`config.mk`:
```
export PLATFORM = sky130hd
export DESIGN_NAME = commit_ring
export DESIGN_NICKNAME = d
export VERILOG_FILES = /design/src/rtl/ring_pkg.sv /design/src/rtl/head_judge.sv /design/src/rtl/ring_ptrs.sv /design/src/rtl/ring_slots.sv /design/src/rtl/commit_ring.sv
export SDC_FILE = /design/constraint.sdc
export NUM_CORES = 1
export LEC_CHECK = 0
export CAP_MARGIN = 5
export CELL_PAD_IN_SITES_DETAIL_PLACEMENT = 1
export CELL_PAD_IN_SITES_GLOBAL_PLACEMENT = 2
export CORE_UTILIZATION = 46
export CTS_CLUSTER_DIAMETER = 40
export DETAILED_ROUTE_END_ITERATION = 16
export GPL_TIMING_DRIVEN = 0
export PLACE_DENSITY = 0.82
export SLEW_MARGIN = 5
export SYNTH_ARGS = -nofsm -noshare
export SYNTH_HDL_FRONTEND = slang
export SYNTH_SLANG_ARGS = --single-unit
```
`constraint.sdc`:
```
create_clock -name clk -period 6.3 [get_ports clk]
set_input_delay 1.26 -clock clk [delete_from_list [all_inputs] [get_ports clk]]
set_output_delay 1.26 -clock clk [all_outputs]
set_load 0.02 [all_outputs]
```
`src/rtl/ring_pkg.sv`:
```
package ring_pkg;
  typedef enum logic [1:0] {
    HEAD_WAIT   = 2'd0,
    HEAD_COMMIT = 2'd1,
    HEAD_TRAP   = 2'd2
  } head_act_e;
endpackage

```
`src/rtl/head_judge.sv`:
```
module head_judge
  import ring_pkg::*;
(
  input  logic      empty,
  input  logic      h_valid,
  input  logic      h_done,
  input  logic      h_fault,
  output head_act_e act
);
  always_comb begin
    act = HEAD_WAIT;
    if (!empty && h_valid && h_done) begin
      act = h_fault ? HEAD_TRAP : HEAD_COMMIT;
    end
  end
endmodule

```
`src/rtl/ring_ptrs.sv`:
```
module ring_ptrs #(
  parameter int DEPTH = 8,
  localparam int PW = $clog2(DEPTH),
  localparam int CW = $clog2(DEPTH + 1)
) (
  input  logic          clk,
  input  logic          rst_n,
  input  logic          alloc_fire,
  input  logic          retire,
  input  logic          flush,
  output logic [PW-1:0] head,
  output logic [PW-1:0] tail,
  output logic [CW-1:0] count,
  output logic          full,
  output logic          empty
);
  logic [PW-1:0] head_q, head_d, tail_q, tail_d;
  logic [CW-1:0] cnt_q, cnt_d;

  function automatic logic [PW-1:0] bump(input logic [PW-1:0] p);
    return (p == PW'(DEPTH - 1)) ? '0 : p + PW'(1);
  endfunction

  always_comb begin
    head_d = head_q;
    tail_d = tail_q;
    cnt_d  = cnt_q;
    if (flush) begin
      head_d = '0;
      tail_d = '0;
      cnt_d  = '0;
    end else begin
      if (alloc_fire) tail_d = bump(tail_q);
      if (retire)     head_d = bump(head_q);
      case ({alloc_fire, retire})
        2'b10:   cnt_d = cnt_q + CW'(1);
        2'b01:   cnt_d = cnt_q - CW'(1);
        default: cnt_d = cnt_q;
      endcase
    end
  end

  always_ff @(posedge clk or negedge rst_n) begin
    if (!rst_n) begin
      head_q <= '0;
      tail_q <= '0;
      cnt_q  <= '0;
    end else begin
      head_q <= head_d;
      tail_q <= tail_d;
      cnt_q  <= cnt_d;
    end
  end

  assign head  = head_q;
  assign tail  = tail_q;
  assign count = cnt_q;
  assign full  = (cnt_q == CW'(DEPTH));
  assign empty = (cnt_q == '0);

  assert_no_overflow_R3: assert property (@(posedge clk) disable iff (!rst_n)
    cnt_q <= CW'(DEPTH));
  assert_full_blocks_alloc_R3: assert property (@(posedge clk) disable iff (!rst_n)
    full |-> !alloc_fire);
  assert_empty_no_retire_R5: assert property (@(posedge clk) disable iff (!rst_n)
    empty |-> !retire);
  assert_flush_empties_R7: assert property (@(posedge clk) disable iff (!rst_n)
    flush |=> (cnt_q == '0 && head_q == '0 && tail_q == '0));
  assert_alloc_and_retire_R8: assert property (@(posedge clk) disable iff (!rst_n)
    (alloc_fire && retire && !flush) |=> $stable(cnt_q));
endmodule

```
`src/rtl/ring_slots.sv`:
```
module ring_slots #(
  parameter int DEPTH  = 8,
  parameter int REG_W  = 5,
  parameter int DATA_W = 32,
  localparam int PW = $clog2(DEPTH)
) (
  input  logic              clk,
  input  logic              rst_n,
  input  logic              alloc_fire,
  input  logic [PW-1:0]     alloc_idx,
  input  logic [REG_W-1:0]  alloc_reg,
  input  logic              wb_en,
  input  logic [PW-1:0]     wb_idx,
  input  logic [DATA_W-1:0] wb_data,
  input  logic              wb_fault,
  input  logic              retire,
  input  logic              flush,
  input  logic [PW-1:0]     head_idx,
  input  logic [PW-1:0]     peek_idx,
  output logic              h_valid,
  output logic              h_done,
  output logic              h_fault,
  output logic [REG_W-1:0]  h_reg,
  output logic [DATA_W-1:0] h_data,
  output logic              peek_hit,
  output logic [DATA_W-1:0] peek_data
);
  typedef struct packed {
    logic              valid;
    logic              done;
    logic              fault;
    logic [REG_W-1:0]  dst;
    logic [DATA_W-1:0] val;
  } slot_t;

  slot_t slot_q [DEPTH];
  slot_t slot_d [DEPTH];

  for (genvar i = 0; i < DEPTH; i++) begin : g_slot
    always_comb begin
      slot_d[i] = slot_q[i];
      if (flush) begin
        slot_d[i].valid = 1'b0;
        slot_d[i].done  = 1'b0;
      end else begin
        if (retire && head_idx == PW'(i)) begin
          slot_d[i].valid = 1'b0;
          slot_d[i].done  = 1'b0;
        end
        if (alloc_fire && alloc_idx == PW'(i)) begin
          slot_d[i].valid = 1'b1;
          slot_d[i].done  = 1'b0;
          slot_d[i].fault = 1'b0;
          slot_d[i].dst   = alloc_reg;
        end
        if (wb_en && wb_idx == PW'(i) && slot_q[i].valid) begin
          slot_d[i].done  = 1'b1;
          slot_d[i].fault = wb_fault;
          slot_d[i].val   = wb_data;
        end
      end
    end

    always_ff @(posedge clk or negedge rst_n) begin
      if (!rst_n) slot_q[i] <= '0;
      else        slot_q[i] <= slot_d[i];
    end
  end

  assign h_valid   = slot_q[head_idx].valid;
  assign h_done    = slot_q[head_idx].done;
  assign h_fault   = slot_q[head_idx].fault;
  assign h_reg     = slot_q[head_idx].dst;
  assign h_data    = slot_q[head_idx].val;
  assign peek_hit  = slot_q[peek_idx].valid && slot_q[peek_idx].done;
  assign peek_data = slot_q[peek_idx].val;

  assert_alloc_free_slot_R2: assert property (@(posedge clk) disable iff (!rst_n)
    alloc_fire |-> !slot_q[alloc_idx].valid);
  assert_retire_done_head_R5: assert property (@(posedge clk) disable iff (!rst_n)
    retire |-> (slot_q[head_idx].valid && slot_q[head_idx].done));
endmodule

```
`src/rtl/commit_ring.sv`:
```
module commit_ring
  import ring_pkg::*;
#(
  parameter int DEPTH  = 8,
  parameter int REG_W  = 5,
  parameter int DATA_W = 32
) (
  input  logic                         clk,
  input  logic                         rst_n,
  input  logic                         alloc_req,
  input  logic [REG_W-1:0]             alloc_reg,
  output logic                         alloc_ok,
  output logic [$clog2(DEPTH)-1:0]     alloc_tag,
  input  logic                         wb_valid,
  input  logic [$clog2(DEPTH)-1:0]     wb_tag,
  input  logic [DATA_W-1:0]            wb_data,
  input  logic                         wb_fault,
  input  logic [$clog2(DEPTH)-1:0]     peek_tag,
  output logic                         peek_hit,
  output logic [DATA_W-1:0]            peek_data,
  output logic                         commit_valid,
  output logic [REG_W-1:0]             commit_reg,
  output logic [DATA_W-1:0]            commit_data,
  output logic                         trap_flush,
  output logic [$clog2(DEPTH+1)-1:0]   level
);
  localparam int PW = $clog2(DEPTH);
  localparam int CW = $clog2(DEPTH + 1);

  logic [PW-1:0] head, tail;
  logic [CW-1:0] count;
  logic full, empty;
  logic h_valid, h_done, h_fault;
  logic [REG_W-1:0]  h_reg;
  logic [DATA_W-1:0] h_data;
  head_act_e act;
  logic retire, flush, alloc_fire, wb_en;

  assign retire     = (act == HEAD_COMMIT);
  assign flush      = (act == HEAD_TRAP);
  assign alloc_ok   = !full && !flush;
  assign alloc_fire = alloc_req && alloc_ok;
  assign wb_en      = wb_valid && !flush;

  ring_ptrs #(.DEPTH(DEPTH)) u_ptrs (
    .clk(clk), .rst_n(rst_n), .alloc_fire(alloc_fire), .retire(retire),
    .flush(flush), .head(head), .tail(tail), .count(count),
    .full(full), .empty(empty)
  );

  ring_slots #(.DEPTH(DEPTH), .REG_W(REG_W), .DATA_W(DATA_W)) u_slots (
    .clk(clk), .rst_n(rst_n), .alloc_fire(alloc_fire), .alloc_idx(tail),
    .alloc_reg(alloc_reg), .wb_en(wb_en), .wb_idx(wb_tag), .wb_data(wb_data),
    .wb_fault(wb_fault), .retire(retire), .flush(flush), .head_idx(head),
    .peek_idx(peek_tag), .h_valid(h_valid), .h_done(h_done),
    .h_fault(h_fault), .h_reg(h_reg), .h_data(h_data),
    .peek_hit(peek_hit), .peek_data(peek_data)
  );

  head_judge u_judge (
    .empty(empty), .h_valid(h_valid), .h_done(h_done),
    .h_fault(h_fault), .act(act)
  );

  assign alloc_tag    = tail;
  assign commit_valid = retire;
  assign commit_reg   = h_reg;
  assign commit_data  = h_data;
  assign trap_flush   = flush;
  assign level        = count;

  assert_commit_frees_slot_R6: assert property (@(posedge clk) disable iff (!rst_n)
    (commit_valid && !alloc_fire) |=> (level == $past(level) - CW'(1)));
  assert_trap_blocks_alloc_R7: assert property (@(posedge clk) disable iff (!rst_n)
    trap_flush |-> (!alloc_ok && !commit_valid));
endmodule

```
==> results.ini, run 1 <==
[setup_path]
critical_path.top_delay_family=buffers and inverters
worstSetupPathType=in2out
max_stage_delay_ns=0.71
end_kind=output port
start_kind=primary input
crit_slowest_cell=buf_1
crit_path_cell_trace=clkbuf_1 -> buf_1 -> buf_2 -> mux2_2 -> mux4_2 -> clkdlybuf4s50_1
cp.depth=6
crit_fanout=10
cp.buffers_inverters=4
crit_required_ns=5.04
arrival_ns=4.30
reg2reg_depth=11

[drt]
vias=11353
drtPass1Iterations=4
drt-total-wl_um=50400
post_drt_wl_per_cell_um=26.2
drtAntennaViolNets=0
drt_iter0_markers=606
drc=0
vias_per_cell=5.91

[cts]
cts_tree=done
ctsHtreeMaxLevel=2
post-cts-setup-buffers=0
hold_buffers=0
clock_sinks=330
clk_latency_ns=0.61
cts-root-buf=clkbuf_16
clk_pin_slew_ns=0.05
cts_max_path_buffers=3
cts_resized=0
numCtsBuffers=58

[global_route]
antenna_found_initial=0
grt_pass1_vias=12498
grt_overflow=0
grt_max_degree=115
grt_pass1_wl_um=78500
gr-usage-all-layers=0.274

[finish]
final_cell_mix=dfrtp_1 (330), mux2_2 (231), mux4_2 (143)
drive_above_1_share=0.387
seq_area_um2=8260
fin_util=0.580
finish.cell_count_without_fillers=1921
multiInputGateArea_um2=8750
fin_area_um2=21400
final_common_cell=dfrtp_1
area_delta_synth_final_pct=22.7
fillCellCount=3491
nets=1432
antenna_cells=0

[floorplanning]
die_area_um2=38700
start_util=0.472
die_w_um=197
die_y_um=197
row_count=70
core_um2=37000
io-pin-count=128

[sta]
timing.fmax_ghz=0.180
setup_viol=0
slew_viol_final=0
skew_ns=0.0156
min_period_ns=5.56
tightest_slew_ns=1.22
fin_setup_tns_ns=0
timing.final.crit_share=0.882
hold_violations=0
rsz0062_at_grt=no
max_slew_margin=0.185

[logic_synthesis]
syn_area_um2=17500
synth_area_leaders=dfrtp_1 (47%), mux4_2 (18%), mux2_2 (15%)
synth_edf_count=0
ys_ff_latch=330
synth_seq_area_share=0.473
async_flop_share=1.00
synth_area_leader_cell=dfrtp_1
yosys_warnings=0
synth_cell_types=46
ys.flop_type=dfrtp_1
syn-num-nets=1245
syn_avg_cell_area_um2=14.8
synth_cells=1182
synth_top_area_share=0.473

[flow_run]
maxCapViolCount=0

[place]
placed_area_um2=19400
dp.cells=1813
gp_congestion=0.821
portBuffers=124
hpwl_um=32600

[power]
static-leakage-power_nw=9.02
powerDensity_nw_per_um2=580
power.total_mw=12.4
ir_worst_vdd_mv=0.277

[hold_path]
min_path_type=in2async

[run_status]
outcome=completed

-- sequential cells by signal (all words and copies together), names as in the netlist --
signal	flops
u_slots.slot_q	320
u_ptrs.count	4
u_ptrs.head	3
u_ptrs.tail	3
-- worst reg2reg max path: stages (launching register included) --
cell	delay [ns]
dfrtp_1	0.46
nor4_1	0.65
nor2_1	0.12
a22oi_1	0.63
clkbuf_1	0.42
nor3_1	0.18
ha_1	0.31
a21o_1	0.17
a21oi_1	0.23
nand2_1	0.10
or3_1	0.33
a32oi_1	0.21
-- power by group --
| part | switching [mW] | internal (mW) | total [mW] |
|---|---|---|---|
| clock network | 1.15 | 2.06 | 3.21 |
| logic | 2.45 | 2.83 | 5.29 |
| registers | 0.748 | 3.17 | 3.92 |
| total | 4.35 | 8.07 | 12.4 |
-- per-stage QoR --
step | hold WS (ns) | setup slack, ns
floorplan | 0.463 | 1.95
global placement | 0.479 | -10.80
detailed placement | 0.492 | 0.717
CTS | 0.475 | 0.712
global route | 0.501 | 0.588
finish | 0.499 | 0.742
-- cells by family (layout without fill, tap and decap cells) --
logic type,after synthesis,in the layout,synth area share
mux,483,483,0.404
flops,330,330,0.473
simple gates,181,181,0.0456
buf+inv,90,325,0.0259
compound gates,81,81,0.0396
fa+ha+maj,15,15,0.0112
xor+xnor,2,2,0.00100
-- layer usage --
layer  vias to the layer above  share of wire  GRT usage
li1                       4887              -          -
met1                      6115           0.45      0.383
met2                       249           0.49      0.442
met3                       102          0.039     0.0371
met4                         0          0.027     0.0970
met5                         -              0          0
-- area by class of cell --
type	instances	share of cell area
inverters	8	0.00140
repair buffers	127	0.0620
clock buffers	73	0.0751
flip-flops and latches	330	0.385
well taps	504	0.0294
clock inverters	35	0.0187
plain buffers	82	0.0197
multi-input cells	762	0.408
-- Yosys cell counts (2+ instances only) --
library cell	count
nor3_1	2
a21o_1	10
nand4_1	10
a21oi_4	14
buf_1	8
buf_6	7
mux4_2	143
o211ai_1	6
nand3_1	13
and2_1	10
o21ai_0	20
dfrtp_1	330
a31o_2	8
mux2_2	231
nand2_1	121
a21boi_4	2
buf_4	8
clkbuf_1	34
inv_1	7
ha_1	14
nor2b_1	3
and3_1	8
nor2_1	8
buf_2	25
mux2_1	107
a21boi_0	2
o31ai_1	2
a211o_1	2
a21oi_1	10
-- final timing paths --
kind,end,startpoint,slack (ns)
worst max register to register,u_ptrs.count[3],u_ptrs.count[1],2.37
worst min register to register,u_slots.slot_q[72],u_slots.slot_q[72],0.50
worst min-delay path,u_slots.slot_q[289],rst_n,0.50
min in group clk,u_slots.slot_q[72],u_slots.slot_q[72],0.50
max in group asynchronous,u_slots.slot_q[70],rst_n,4.44
worst max-delay path,peek_hit,peek_tag[0],0.74
Note: power is estimated with default switching activity, not from simulation.
==> run 2: changes to the inputs <==
Settings changed: MAX_ROUTING_LAYER from default to met4.
==> results.ini, run 2 (synthesized netlist as in run 1, its figures left out) <==
[run_status]
outcome=completed

[cts]
numCtsBuffers=58
hold_buffers=0
clock_sinks=330
clk_latency_ns=0.61
post-cts-setup-buffers=0
cts_tree=done
ctsHtreeMaxLevel=2
cts-root-buf=clkbuf_16
cts_max_path_buffers=3
clk_pin_slew_ns=0.05
cts_resized=0

[setup_path]
reg2reg_depth=11
critical_path.top_delay_family=buffers and inverters
cp.buffers_inverters=4
worstSetupPathType=in2out
crit-reg2reg-launch=u_ptrs.count[1]
cp.depth=6
arrival_ns=4.32
crit_fanout=10
end_kind=output port
crit_required_ns=5.04
crit_start=peek_tag[0]
crit_slowest_cell=buf_1
max_stage_delay_ns=0.71
crit_path_cell_trace=clkbuf_1 -> buf_1 -> buf_2 -> mux2_2 -> mux4_2 -> clkdlybuf4s50_1
start_kind=primary input

[sta]
fin_setup_tns_ns=0
slew_viol_final=0
setup_viol=0
timing.fmax_ghz=0.179
max_slew_margin=0.207
fin_hold_ws_ns=0.495
rsz0062_at_grt=no
tightest_slew_ns=1.19
timing.final.crit_share=0.886
skew_ns=0.0131
min_period_ns=5.58
hold_violations=0

[place]
portBuffers=124
hpwl_um=32600
gp_congestion=0.833
dp.cells=1813

[floorplanning]
core_um2=37000
die_w_um=197
io-pin-count=128
die_area_um2=38700
start_util=0.472
die_y_um=197
row_count=70

[drt]
drtAntennaViolNets=0
vias_per_cell=5.90
drtPass1Iterations=5
drt_iter0_markers=638
post_drt_wl_per_cell_um=26.2
drt-total-wl_um=50400
drc=0
vias=11339

[power]
power.total_mw=12.4
powerDensity_nw_per_um2=580
ir_worst_vdd_mv=0.280
static-leakage-power_nw=9.02

[finish]
largest_reg_flops=320
area_delta_synth_final_pct=22.7
finish.cell_count_without_fillers=1921
drive_above_1_share=0.387
max_flop_register=u_slots.slot_q
nets=1432
final_cell_mix=dfrtp_1 (330), mux2_2 (231), mux4_2 (143)
final_common_cell=dfrtp_1
antenna_cells=0

[global_route]
grt_max_degree=115
gr-usage-all-layers=0.283
grt_overflow=0
grt_pass1_vias=12509
antenna_found_initial=0
grt_pass1_wl_um=78600

[hold_path]
min_path_type=in2async

[flow_run]
maxCapViolCount=0

==> run 2: area by class of cell <==
| type | count | area [um2] |
|---|---|---|
| Tap cell | 504 | 631 |
| Sequential cell | 330 | 8260 |
| Timing Repair Buffer | 127 | 1330 |
| Multi-Input combinational cell | 762 | 8750 |
| Inverter | 8 | 30.0 |
| Clock inverter | 35 | 400 |
| Clock buffer | 73 | 1610 |
| Fill cell | 3491 | 15500 |
| Buffer | 82 | 422 |
==> run 2: final timing paths <==
kind | end | slack, ns
min | u_slots.slot_q[289] | 0.50
max | peek_hit | 0.72
max in group asynchronous | u_slots.slot_q[70] | 4.43
min reg2reg | u_slots.slot_q[72] | 0.50
max reg2reg | u_ptrs.count[3] | 2.39
min in group clk | u_slots.slot_q[72] | 0.50
==> run 2: metrics by stage <==
stage,utilization,worst slack (ns),instance area [um2]
after global routing,0.580,0.588,21400
after detailed placement,0.525,0.717,19400
final,0.580,0.720,21400
after floorplan,-,1.95,17500
after global placement,0.523,-10.80,19300
after CTS,0.580,0.712,21400
==> run 2: power by group <==
| part | switching (mW) | internal, mW | leakage (nW) |
|---|---|---|---|
| clock network | 1.15 | 2.06 | 0.976 |
| logic | 2.46 | 2.83 | 3.97 |
| registers | 0.753 | 3.17 | 4.07 |
==> run 2: routing by layer <==
layer	GRT usage	vias up	routed length [um]	share of wire
met3	0.0344	98	1600	0.032
met5	-	-	0	0
met2	0.440	233	24500	0.49
li1	-	4894	-	-
met1	0.385	6114	22900	0.45
met4	0.0996	0	1370	0.027
==> run 3: changes to the inputs <==
Settings changed: MAX_ROUTING_LAYER met4 to default.
==> results of run 3 <==
Final layout, timing and power as in run 1 (identical DEF).
